===== config.mk =====
export PLATFORM = sky130hd
export DESIGN_NAME = uhs_upstream_hs
export DESIGN_NICKNAME = d
export VERILOG_FILES = /design/src/rtl/uhs_pkg.sv /design/src/rtl/uhs_se0_timer.sv /design/src/rtl/uhs_chirp_seq.sv /design/src/rtl/uhs_hs_fsm.sv /design/src/rtl/uhs_upstream_hs.sv
export SDC_FILE = /design/constraint.sdc
export NUM_CORES = 1
export LEC_CHECK = 0
export ABC_AREA = 1
export BUFFER_PORTS_ARGS = -buffer_cell sky130_fd_sc_hd__buf_2
export CAP_MARGIN = 20
export CORE_MARGIN = 5
export CORE_UTILIZATION = 45
export DETAILED_ROUTE_END_ITERATION = 10
export HOLD_SLACK_MARGIN = 0.06
export PLACE_DENSITY = 0.68
export REMOVE_ABC_BUFFERS = 1
export SLEW_MARGIN = 10
export SYNTH_ARGS = -nofsm -noshare
export SYNTH_HDL_FRONTEND = slang
export SYNTH_SLANG_ARGS = --single-unit

===== constraint.sdc =====
create_clock -name clk_i -period 3.3 [get_ports clk_i]
set_input_delay 0.66 -clock clk_i [delete_from_list [all_inputs] [get_ports clk_i]]
set_output_delay 0.66 -clock clk_i [all_outputs]
set_load 0.02 [all_outputs]

===== src/rtl/uhs_pkg.sv =====
package uhs_pkg;
  typedef enum logic [1:0] {
    LS_SE0 = 2'b00,
    LS_J   = 2'b01,
    LS_K   = 2'b10,
    LS_SE1 = 2'b11
  } line_e;

  typedef enum logic [2:0] {
    ST_FS_IDLE,
    ST_CHIRP,
    ST_WAIT_HOST,
    ST_HS_IDLE,
    ST_REVERT
  } hs_st_e;
endpackage


===== src/rtl/uhs_se0_timer.sv =====
module uhs_se0_timer #(
  parameter int CNT_MAX = 41,
  parameter int W       = $clog2(CNT_MAX + 1)
) (
  input  logic         clk_i,
  input  logic         rst_ni,
  input  logic         is_se0_i,
  output logic [W-1:0] run_nx_o
);
  logic [W-1:0] run_q;

  // saturating count of consecutive SE0 samples, including this one
  always_comb begin
    if (!is_se0_i)                run_nx_o = '0;
    else if (run_q == W'(CNT_MAX)) run_nx_o = run_q;
    else                          run_nx_o = run_q + 1'b1;
  end

  always_ff @(posedge clk_i) begin
    if (!rst_ni) run_q <= '0;
    else         run_q <= run_nx_o;
  end
endmodule


===== src/rtl/uhs_chirp_seq.sv =====
module uhs_chirp_seq
  import uhs_pkg::*;
#(
  parameter int FILT_CYC = 4,
  parameter int RW       = $clog2(FILT_CYC + 1)
) (
  input  logic       clk_i,
  input  logic       rst_ni,
  input  logic       en_i,
  input  logic [1:0] line_i,
  output logic       done_o
);
  logic [1:0]    seg_q;
  logic [RW-1:0] run_q;
  logic [2:0]    cnt_q;
  logic          same, qual;
  logic [1:0]    want;

  assign same   = (line_i == seg_q);
  assign qual   = en_i && same && (run_q == RW'(FILT_CYC - 1));
  assign want   = cnt_q[0] ? LS_J : LS_K;
  assign done_o = qual && (line_i == want) && (cnt_q == 3'd5);

  always_ff @(posedge clk_i) begin
    if (!rst_ni || !en_i) begin
      seg_q <= LS_SE1;
      run_q <= '0;
      cnt_q <= '0;
    end else begin
      if (!same) begin
        seg_q <= line_i;
        run_q <= RW'(1);
      end else if (run_q != RW'(FILT_CYC)) begin
        run_q <= run_q + 1'b1;
      end
      if (qual) begin
        if (line_i == want)       cnt_q <= cnt_q + 1'b1;
        else if (line_i == LS_K)  cnt_q <= 3'd1;
        else                      cnt_q <= 3'd0;
      end
    end
  end

  AST_DONE_AFTER_HELD_J: assert property (@(posedge clk_i) disable iff (!rst_ni)
    done_o |-> (line_i == LS_J) && ($past(line_i) == LS_J));
endmodule


===== src/rtl/uhs_hs_fsm.sv =====
module uhs_hs_fsm
  import uhs_pkg::*;
#(
  parameter int SUSP_SE0_CYC = 4,
  parameter int FS_SE0_CYC   = 12,
  parameter int HS_SE0_CYC   = 40,
  parameter int SAMPLE_CYC   = 16,
  parameter int CHIRP_CYC    = 30,
  parameter int FALLBACK_CYC = 50,
  parameter int RW           = 6
) (
  input  logic          clk_i,
  input  logic          rst_ni,
  input  logic [1:0]    line_i,
  input  logic          susp_i,
  input  logic [RW-1:0] se0_nx_i,
  input  logic          det_done_i,
  output logic          det_en_o,
  output logic          chirp_o,
  output logic          hs_o,
  output logic          reset_o
);
  localparam int TM1  = (CHIRP_CYC > FALLBACK_CYC) ? CHIRP_CYC : FALLBACK_CYC;
  localparam int TMAX = (TM1 > SAMPLE_CYC) ? TM1 : SAMPLE_CYC;
  localparam int TW   = $clog2(TMAX + 1);

  hs_st_e        st_q, st_d;
  logic [TW-1:0] tmr_q, tmr_d;
  logic          rst_q, rst_d;
  logic          is_se0, fs_hit, hs_hit;

  assign is_se0 = (line_i == LS_SE0);
  assign fs_hit = is_se0 &&
                  (se0_nx_i == (susp_i ? RW'(SUSP_SE0_CYC) : RW'(FS_SE0_CYC)));
  assign hs_hit = is_se0 && (se0_nx_i == RW'(HS_SE0_CYC));

  always_comb begin
    st_d  = st_q;
    tmr_d = tmr_q;
    rst_d = 1'b0;
    unique case (st_q)
      ST_FS_IDLE: if (fs_hit) begin
        st_d = ST_CHIRP; tmr_d = '0; rst_d = 1'b1;
      end
      ST_CHIRP: if (tmr_q == TW'(CHIRP_CYC - 1)) begin
        st_d = ST_WAIT_HOST; tmr_d = '0;
      end else tmr_d = tmr_q + 1'b1;
      ST_WAIT_HOST: if (det_done_i) st_d = ST_HS_IDLE;
        else if (tmr_q == TW'(FALLBACK_CYC - 1)) st_d = ST_FS_IDLE;
        else tmr_d = tmr_q + 1'b1;
      ST_HS_IDLE: if (hs_hit) begin
        st_d = ST_REVERT; tmr_d = '0;
      end
      ST_REVERT: if (tmr_q == TW'(SAMPLE_CYC - 1)) begin
        if (is_se0) begin
          st_d = ST_CHIRP; tmr_d = '0; rst_d = 1'b1;
        end else st_d = ST_FS_IDLE;
      end else tmr_d = tmr_q + 1'b1;
      default: st_d = ST_FS_IDLE;
    endcase
  end

  always_ff @(posedge clk_i) begin
    if (!rst_ni) begin
      st_q  <= ST_FS_IDLE;
      tmr_q <= '0;
      rst_q <= 1'b0;
    end else begin
      st_q  <= st_d;
      tmr_q <= tmr_d;
      rst_q <= rst_d;
    end
  end

  assign det_en_o = (st_q == ST_WAIT_HOST);
  assign chirp_o  = (st_q == ST_CHIRP);
  assign hs_o     = (st_q == ST_HS_IDLE);
  assign reset_o  = rst_q;

  AST_HS_NEEDS_HOST_TRAIN: assert property (@(posedge clk_i) disable iff (!rst_ni)
    $rose(hs_o) |-> $past(det_done_i));
endmodule


===== src/rtl/uhs_upstream_hs.sv =====
module uhs_upstream_hs
  import uhs_pkg::*;
#(
  parameter int SUSP_SE0_CYC = 4,
  parameter int FS_SE0_CYC   = 12,
  parameter int HS_SE0_CYC   = 40,
  parameter int SAMPLE_CYC   = 16,
  parameter int CHIRP_CYC    = 30,
  parameter int FILT_CYC     = 4,
  parameter int FALLBACK_CYC = 50
) (
  input  logic       clk_i,
  input  logic       rst_ni,
  input  logic [1:0] line_st_i,
  input  logic       suspended_i,
  output logic       chirp_k_o,
  output logic       hs_mode_o,
  output logic       bus_reset_o
);
  localparam int THR1    = (SUSP_SE0_CYC > FS_SE0_CYC) ? SUSP_SE0_CYC : FS_SE0_CYC;
  localparam int THR_MAX = (THR1 > HS_SE0_CYC) ? THR1 : HS_SE0_CYC;
  localparam int SE0_SAT = THR_MAX + 1;
  localparam int RW      = $clog2(SE0_SAT + 1);
  localparam int CKW     = $clog2(CHIRP_CYC + 2);

  logic [RW-1:0] se0_nx;
  logic          det_en, det_done;

  uhs_se0_timer #(.CNT_MAX(SE0_SAT), .W(RW)) u_se0 (
    .clk_i    (clk_i),
    .rst_ni   (rst_ni),
    .is_se0_i (line_st_i == LS_SE0),
    .run_nx_o (se0_nx)
  );

  uhs_chirp_seq #(.FILT_CYC(FILT_CYC)) u_seq (
    .clk_i  (clk_i),
    .rst_ni (rst_ni),
    .en_i   (det_en),
    .line_i (line_st_i),
    .done_o (det_done)
  );

  uhs_hs_fsm #(
    .SUSP_SE0_CYC (SUSP_SE0_CYC),
    .FS_SE0_CYC   (FS_SE0_CYC),
    .HS_SE0_CYC   (HS_SE0_CYC),
    .SAMPLE_CYC   (SAMPLE_CYC),
    .CHIRP_CYC    (CHIRP_CYC),
    .FALLBACK_CYC (FALLBACK_CYC),
    .RW           (RW)
  ) u_fsm (
    .clk_i      (clk_i),
    .rst_ni     (rst_ni),
    .line_i     (line_st_i),
    .susp_i     (suspended_i),
    .se0_nx_i   (se0_nx),
    .det_done_i (det_done),
    .det_en_o   (det_en),
    .chirp_o    (chirp_k_o),
    .hs_o       (hs_mode_o),
    .reset_o    (bus_reset_o)
  );

  // observed chirp length, used by the checks below
  logic [CKW-1:0] ck_run;
  always_ff @(posedge clk_i) begin
    if (!rst_ni)        ck_run <= '0;
    else if (chirp_k_o) ck_run <= (ck_run == CKW'(CHIRP_CYC + 1)) ? ck_run : ck_run + 1'b1;
    else                ck_run <= '0;
  end

  AST_CHIRP_BOUNDED: assert property (@(posedge clk_i) disable iff (!rst_ni)
    ck_run <= CKW'(CHIRP_CYC));
  AST_CHIRP_EXACT: assert property (@(posedge clk_i) disable iff (!rst_ni)
    $fell(chirp_k_o) |-> ck_run == CKW'(CHIRP_CYC));
  AST_RESET_AT_CHIRP: assert property (@(posedge clk_i) disable iff (!rst_ni)
    $rose(chirp_k_o) |-> bus_reset_o);
  AST_RESET_PULSE: assert property (@(posedge clk_i) disable iff (!rst_ni)
    bus_reset_o |=> !bus_reset_o);
  AST_NO_CHIRP_IN_HS: assert property (@(posedge clk_i) disable iff (!rst_ni)
    !(hs_mode_o && chirp_k_o));
  AST_HS_EXIT_ON_SE0: assert property (@(posedge clk_i) disable iff (!rst_ni)
    $fell(hs_mode_o) |-> $past(line_st_i) == LS_SE0);
endmodule


[Word level (Yosys, flattened, before mapping)]
Index checks and enable logic that the tools add are counted.
Word-level totals
  output and inout port bits: 3
  memories: 0
  logic and storage cells: 81
  memory bits (writable): 0
  register bits: 24
  latch bits: 0
  input port bits: 5
  memory bits (read-only): 0
Cells by class
  add/sub/neg operators: 4
  bitwise operators: 1
  shift-type cells: 0
  divide/modulo/power cells: 0
  multipliers: 0
  eq/ne operators: 25
  reductions and logical operators: 15
  $lt $le $gt $ge: 0
  multiplexer cells: 28
Operators with widths (number)
  6-bit 2-to-1 mux: 9
  6-bit one-hot mux with 5 select lines: 1
  3-bit 2-to-1 mux: 7
  6-bit equality test (second input constant): 3
  3-bit one-hot mux with 5 select lines: 1
  6-bit by 1-bit adder with 6-bit output (second input constant): 2
  3-bit by 2-bit equality test with 1-bit output (second input constant): 3
  2-bit by 1-bit != test with 1-bit output (second input constant): 4
  1-bit 2-to-1 mux: 7
  3-bit by 1-bit adder with 3-bit output (second input constant): 2
  3-bit equality test (second input constant): 2
  6-bit by 4-bit equality test with 1-bit output (second input constant): 1
  6-bit by 5-bit equality test with 1-bit output (second input constant): 1
  6-bit equality test: 1
  1-bit logical AND: 6
  2-bit != test (second input constant): 3
  3-bit by 2-bit != test with 1-bit output (second input constant): 2
  6-bit AND reduction: 1
  5-bit AND reduction: 1
  5-bit nonzero test: 1
  2-bit equality test: 2
  4-bit 2-to-1 mux: 1
  3-bit by 1-bit equality test with 1-bit output (second input constant): 1
  3-bit zero test: 1
  9 further kinds: 10

[Logic depth before layout (Yosys ltp)]
  word-level depth: 7
  mapped depth: 14
  mapped depth without buffers: 14

[By module]
Synthesis repeated with hierarchy kept, for this count alone.
Second synthesis, totals
  cell total of the unflattened synthesis: 274
  area total of the unflattened synthesis: 1775.5 um2
By module, submodules not included
  uhs_hs_fsm: times used 1, cells each 145, seq. area each 200.2 um2, area an instance 914.6 um2
  uhs_chirp_seq: times used 1, cells each 74, seq. area each 160.2 um2, area an instance 499.2 um2
  uhs_se0_timer: times used 1, cells each 54, seq. area each 120.1 um2, area an instance 357.8 um2
  uhs_upstream_hs: times used 1, cells each 1, seq. area each 0.0 um2, area an instance 3.8 um2

[Worst setup path before layout]
No wires, ideal clock.
  kind: register to output
  start point: register u_fsm.st_q[1]
  end point: output port hs_mode_o
  setup slack: 1.498 ns
  buffers on the path: 0
  cell stages (with the launch flop): 3
  required time: 2.640 ns
  data arrival time: 1.142 ns
  path through: dfxtp_1 inv_1 nor3_1
On the way
  cells in the longest elaborated chain, start to end: 1
Ends and longest elaborated chain
  start: declaration: line uhs_hs_fsm.sv:27  | hs_st_e st_q, st_d;
  start signal: assignment: line uhs_hs_fsm.sv:69  | st_q <= st_d;
  3-bit by 2-bit equality test with 1-bit output: line uhs_hs_fsm.sv:77  | assign hs_o = (st_q == ST_HS_IDLE);
  end: declaration: line uhs_upstream_hs.sv:17  | output logic hs_mode_o,
Every way passes these cells.

[Worst setup path in the final report]
Same ends and word-level chain as after synthesis.

==> impl_metrics.toml <==
[setup_path]
cp_slowest_cell = "nor3_1"
crit_path_max_incr_delay_ns = 0.50
critical_path_buf_inv_count = 2
crit_fanout = 4
path_delay_family = "simple AND/OR/NAND/NOR gates"
arrival_ns = 1.50
path_cells = "inv_1 -> nor3_1 -> buf_2"
worst-setup-path-type = "register to primary output"
worst_ep_required_time_ns = 2.64
end_kind = "primary output"
start_kind = "register"

[job]
cap_violations = 0

[timing]
slew_headroom_pct = 57.6
clock.fmax_mhz = 462
setup_viol = 0
finalHoldViolCount = 0
slew_violations = 0
tightest_slew_ns = 0.631
skew_ns = 0.00155
period_share_pct = 65.5
tns_ns = 0
rsz0062_at_grt = "no"
period_needed_ns = 2.16

[floorplan]
fp-row-count = 22
die_h_um = 70.4
start_util_pct = 45.5
die_x_um = 70.4
dieArea_um2 = 4950
design.core.area_um2 = 3610
pin_count = 8

[synthesis]
ys_warn_count = 0
ys_top_cells_by_area = "dfxtp_1, nand2_1, nor2_1"
ys_seq_area_share_pct = 29.3
ys_types = 28
yosysTopAreaCell = "dfxtp_1"
syn_area_um2 = 1640
synth_seq_cells = 24
synthCells = 248
yosysTopAreaCellShare_pct = 29.3
postSynthAreaPerCell_um2 = 6.61

[clock_tree]
path_clk_slew_ns = 0.08
clock_sinks = 24
cts_buffers = 3
cts-root-buf = "clkbuf_8"
cts_hold_buf = 0
cts-htree-levels = 1
cts-resized-gates = 0
clock_latency_ns = 0.26
cts_setup_buffers = 0
cts_tree = "built"
clk_path_buf_depth = 2

[final_layout]
drive_gt1_share_pct = 16.7
syn2layout_area_growth_pct = 7.78
num_antenna_cells = 0
fillers = 372
fin_nets = 272

[global_route]
grt_pass1_vias = 1258
gr-usage-all-layers_pct = 12.5
overflow = 0
grt_pass1_wl_um = 5200
grt_max_degree = 14
antenna_found_initial = 0

[route]
ant_nets = 0
drc_errors = 0
vias_per_cell = 4.64
drt_pass1_iterations = 4
wl_per_cell_um = 9.50
drt_iter0_drc = 37
dr_total_vias = 1414
totalWireLength_um = 2900

[pwr]
p_leak_nw = 0.854
finalPower_w = 0.000950
irDropWorstVdd_mv = 0.278
power_density_nw_per_um2 = 537

[run_status]
status = "finished clean"

[placed_design]
numPortBuffers = 7
routabilityCongestion = 0.866
dpl.hpwl_um = 2290

[hold_path]
hold_class = "register to register"
-- metal layers --
layer | vias to the layer above | GRT usage (%) | wire length [um]
met2 | 9 | 20.9 | 1330
met1 | 617 | 16.6 | 1490
met3 | 2 | 1.73 | 50
li1 | 786 | - | -
met4 | 0 | 3.19 | 27
met5 | - | 0 | 0
-- sequential cells by signal, indices dropped and copies added, names as in the netlist --
name / flops
u_seq.run_q: 3
u_fsm.st_q: 3
u_fsm.reset_o: 1
u_seq.cnt_q: 3
u_seq.seg_q: 2
u_fsm.tmr_q: 6
u_se0.run_q: 6
-- kinds of logic (layout without fill, tap and decap cells) --
kind of cell	count (synthesis)	after routing	synth area share, %
DFF	24	24	29.3
AOI/OAI and AO/OA	13	13	4.35
adders and majority gates	9	9	6.87
and+or+nand+nor	154	154	46.1
buffers and inverters	43	52	10.8
xor gates and xnor gates	5	5	2.67
-- final cells by class --
class	count	area (um2)	area share, %
Inverter	41	154	8.70
Sequential cell	24	480	27.2
Tap cell	48	60.1	3.40
Clock buffer	4	55.1	3.11
Multi-Input combinational cell	181	983	55.6
Timing Repair Buffer	7	35.0	1.98
-- metrics by stage --
step                      instance area, um2  utilization (%)  instances  setup slack [ns]  hold WS, ns
after global routing                    1770             49.0        305              1.05        0.520
after global placement                  1710             47.5        301              1.16        0.480
after CTS                               1770             49.0        305              1.15        0.494
after detailed placement                1710             47.5        301              1.08        0.482
final                                   1770             49.0        305              1.14        0.494
after floorplan                         1620                -        246              1.45        0.459
-- placed cells by master (no fill, tap or decap), types with 6 or more instances in the layout --
cell / synthesis / final
a21oi_1: 6 / 6
buf_2: 0 / 7
dfxtp_1: 24 / 24
ha_1: 9 / 9
inv_1: 33 / 33
inv_2: 7 / 7
nand2_1: 63 / 63
nand2_2: 6 / 6
nand3_1: 19 / 19
nand3_2: 6 / 6
nor2_1: 39 / 39
-- final timing paths --
kind | start | endpoint | slack (ns) | depth (start not counted)
max | u_fsm.st_q[1]$_SDFFE_PN0P_ | hs_mode_o | 1.14 | 3
min | u_seq.cnt_q[1]$_SDFFE_PP0N_ | u_seq.cnt_q[1]$_SDFFE_PP0N_ | 0.49 | 2
max reg2reg | u_se0.run_q[0]$_SDFF_PN0_ | u_fsm.tmr_q[5]$_SDFFE_PN0P_ | 1.48 | 12
min reg2reg | u_seq.cnt_q[1]$_SDFFE_PP0N_ | u_seq.cnt_q[1]$_SDFFE_PP0N_ | 0.49 | 2
-- power by group --
group	leakage (nW)	internal (W)	total, W	switching [W]
Clock	0.0288	0.000106	0.000195	0.0000887
Sequential	0.195	0.000328	0.000367	0.0000388
Combinational	0.629	0.000136	0.000388	0.000252
Total	0.854	0.000570	0.000950	0.000379
-- tightest hold or removal path: stages, from the launching register on --
cell and delay, ns:
dfxtp_1 0.33, nand2_1 0.07, a21oi_1 0.05
-- synthesized netlist by cell type (all sizes together) --
cell type  instances
nand4              2
a31oi              1
inv               40
buf                2
xor2               4
clkinv             1
nor3               5
xnor2              1
a21oi              7
o21ai              4
nand3b             2
nand2             71
or2                2
nor2              45
dfxtp             24
o22ai              1
nand3             27
ha                 9
(Power assumes the default switching activity.)
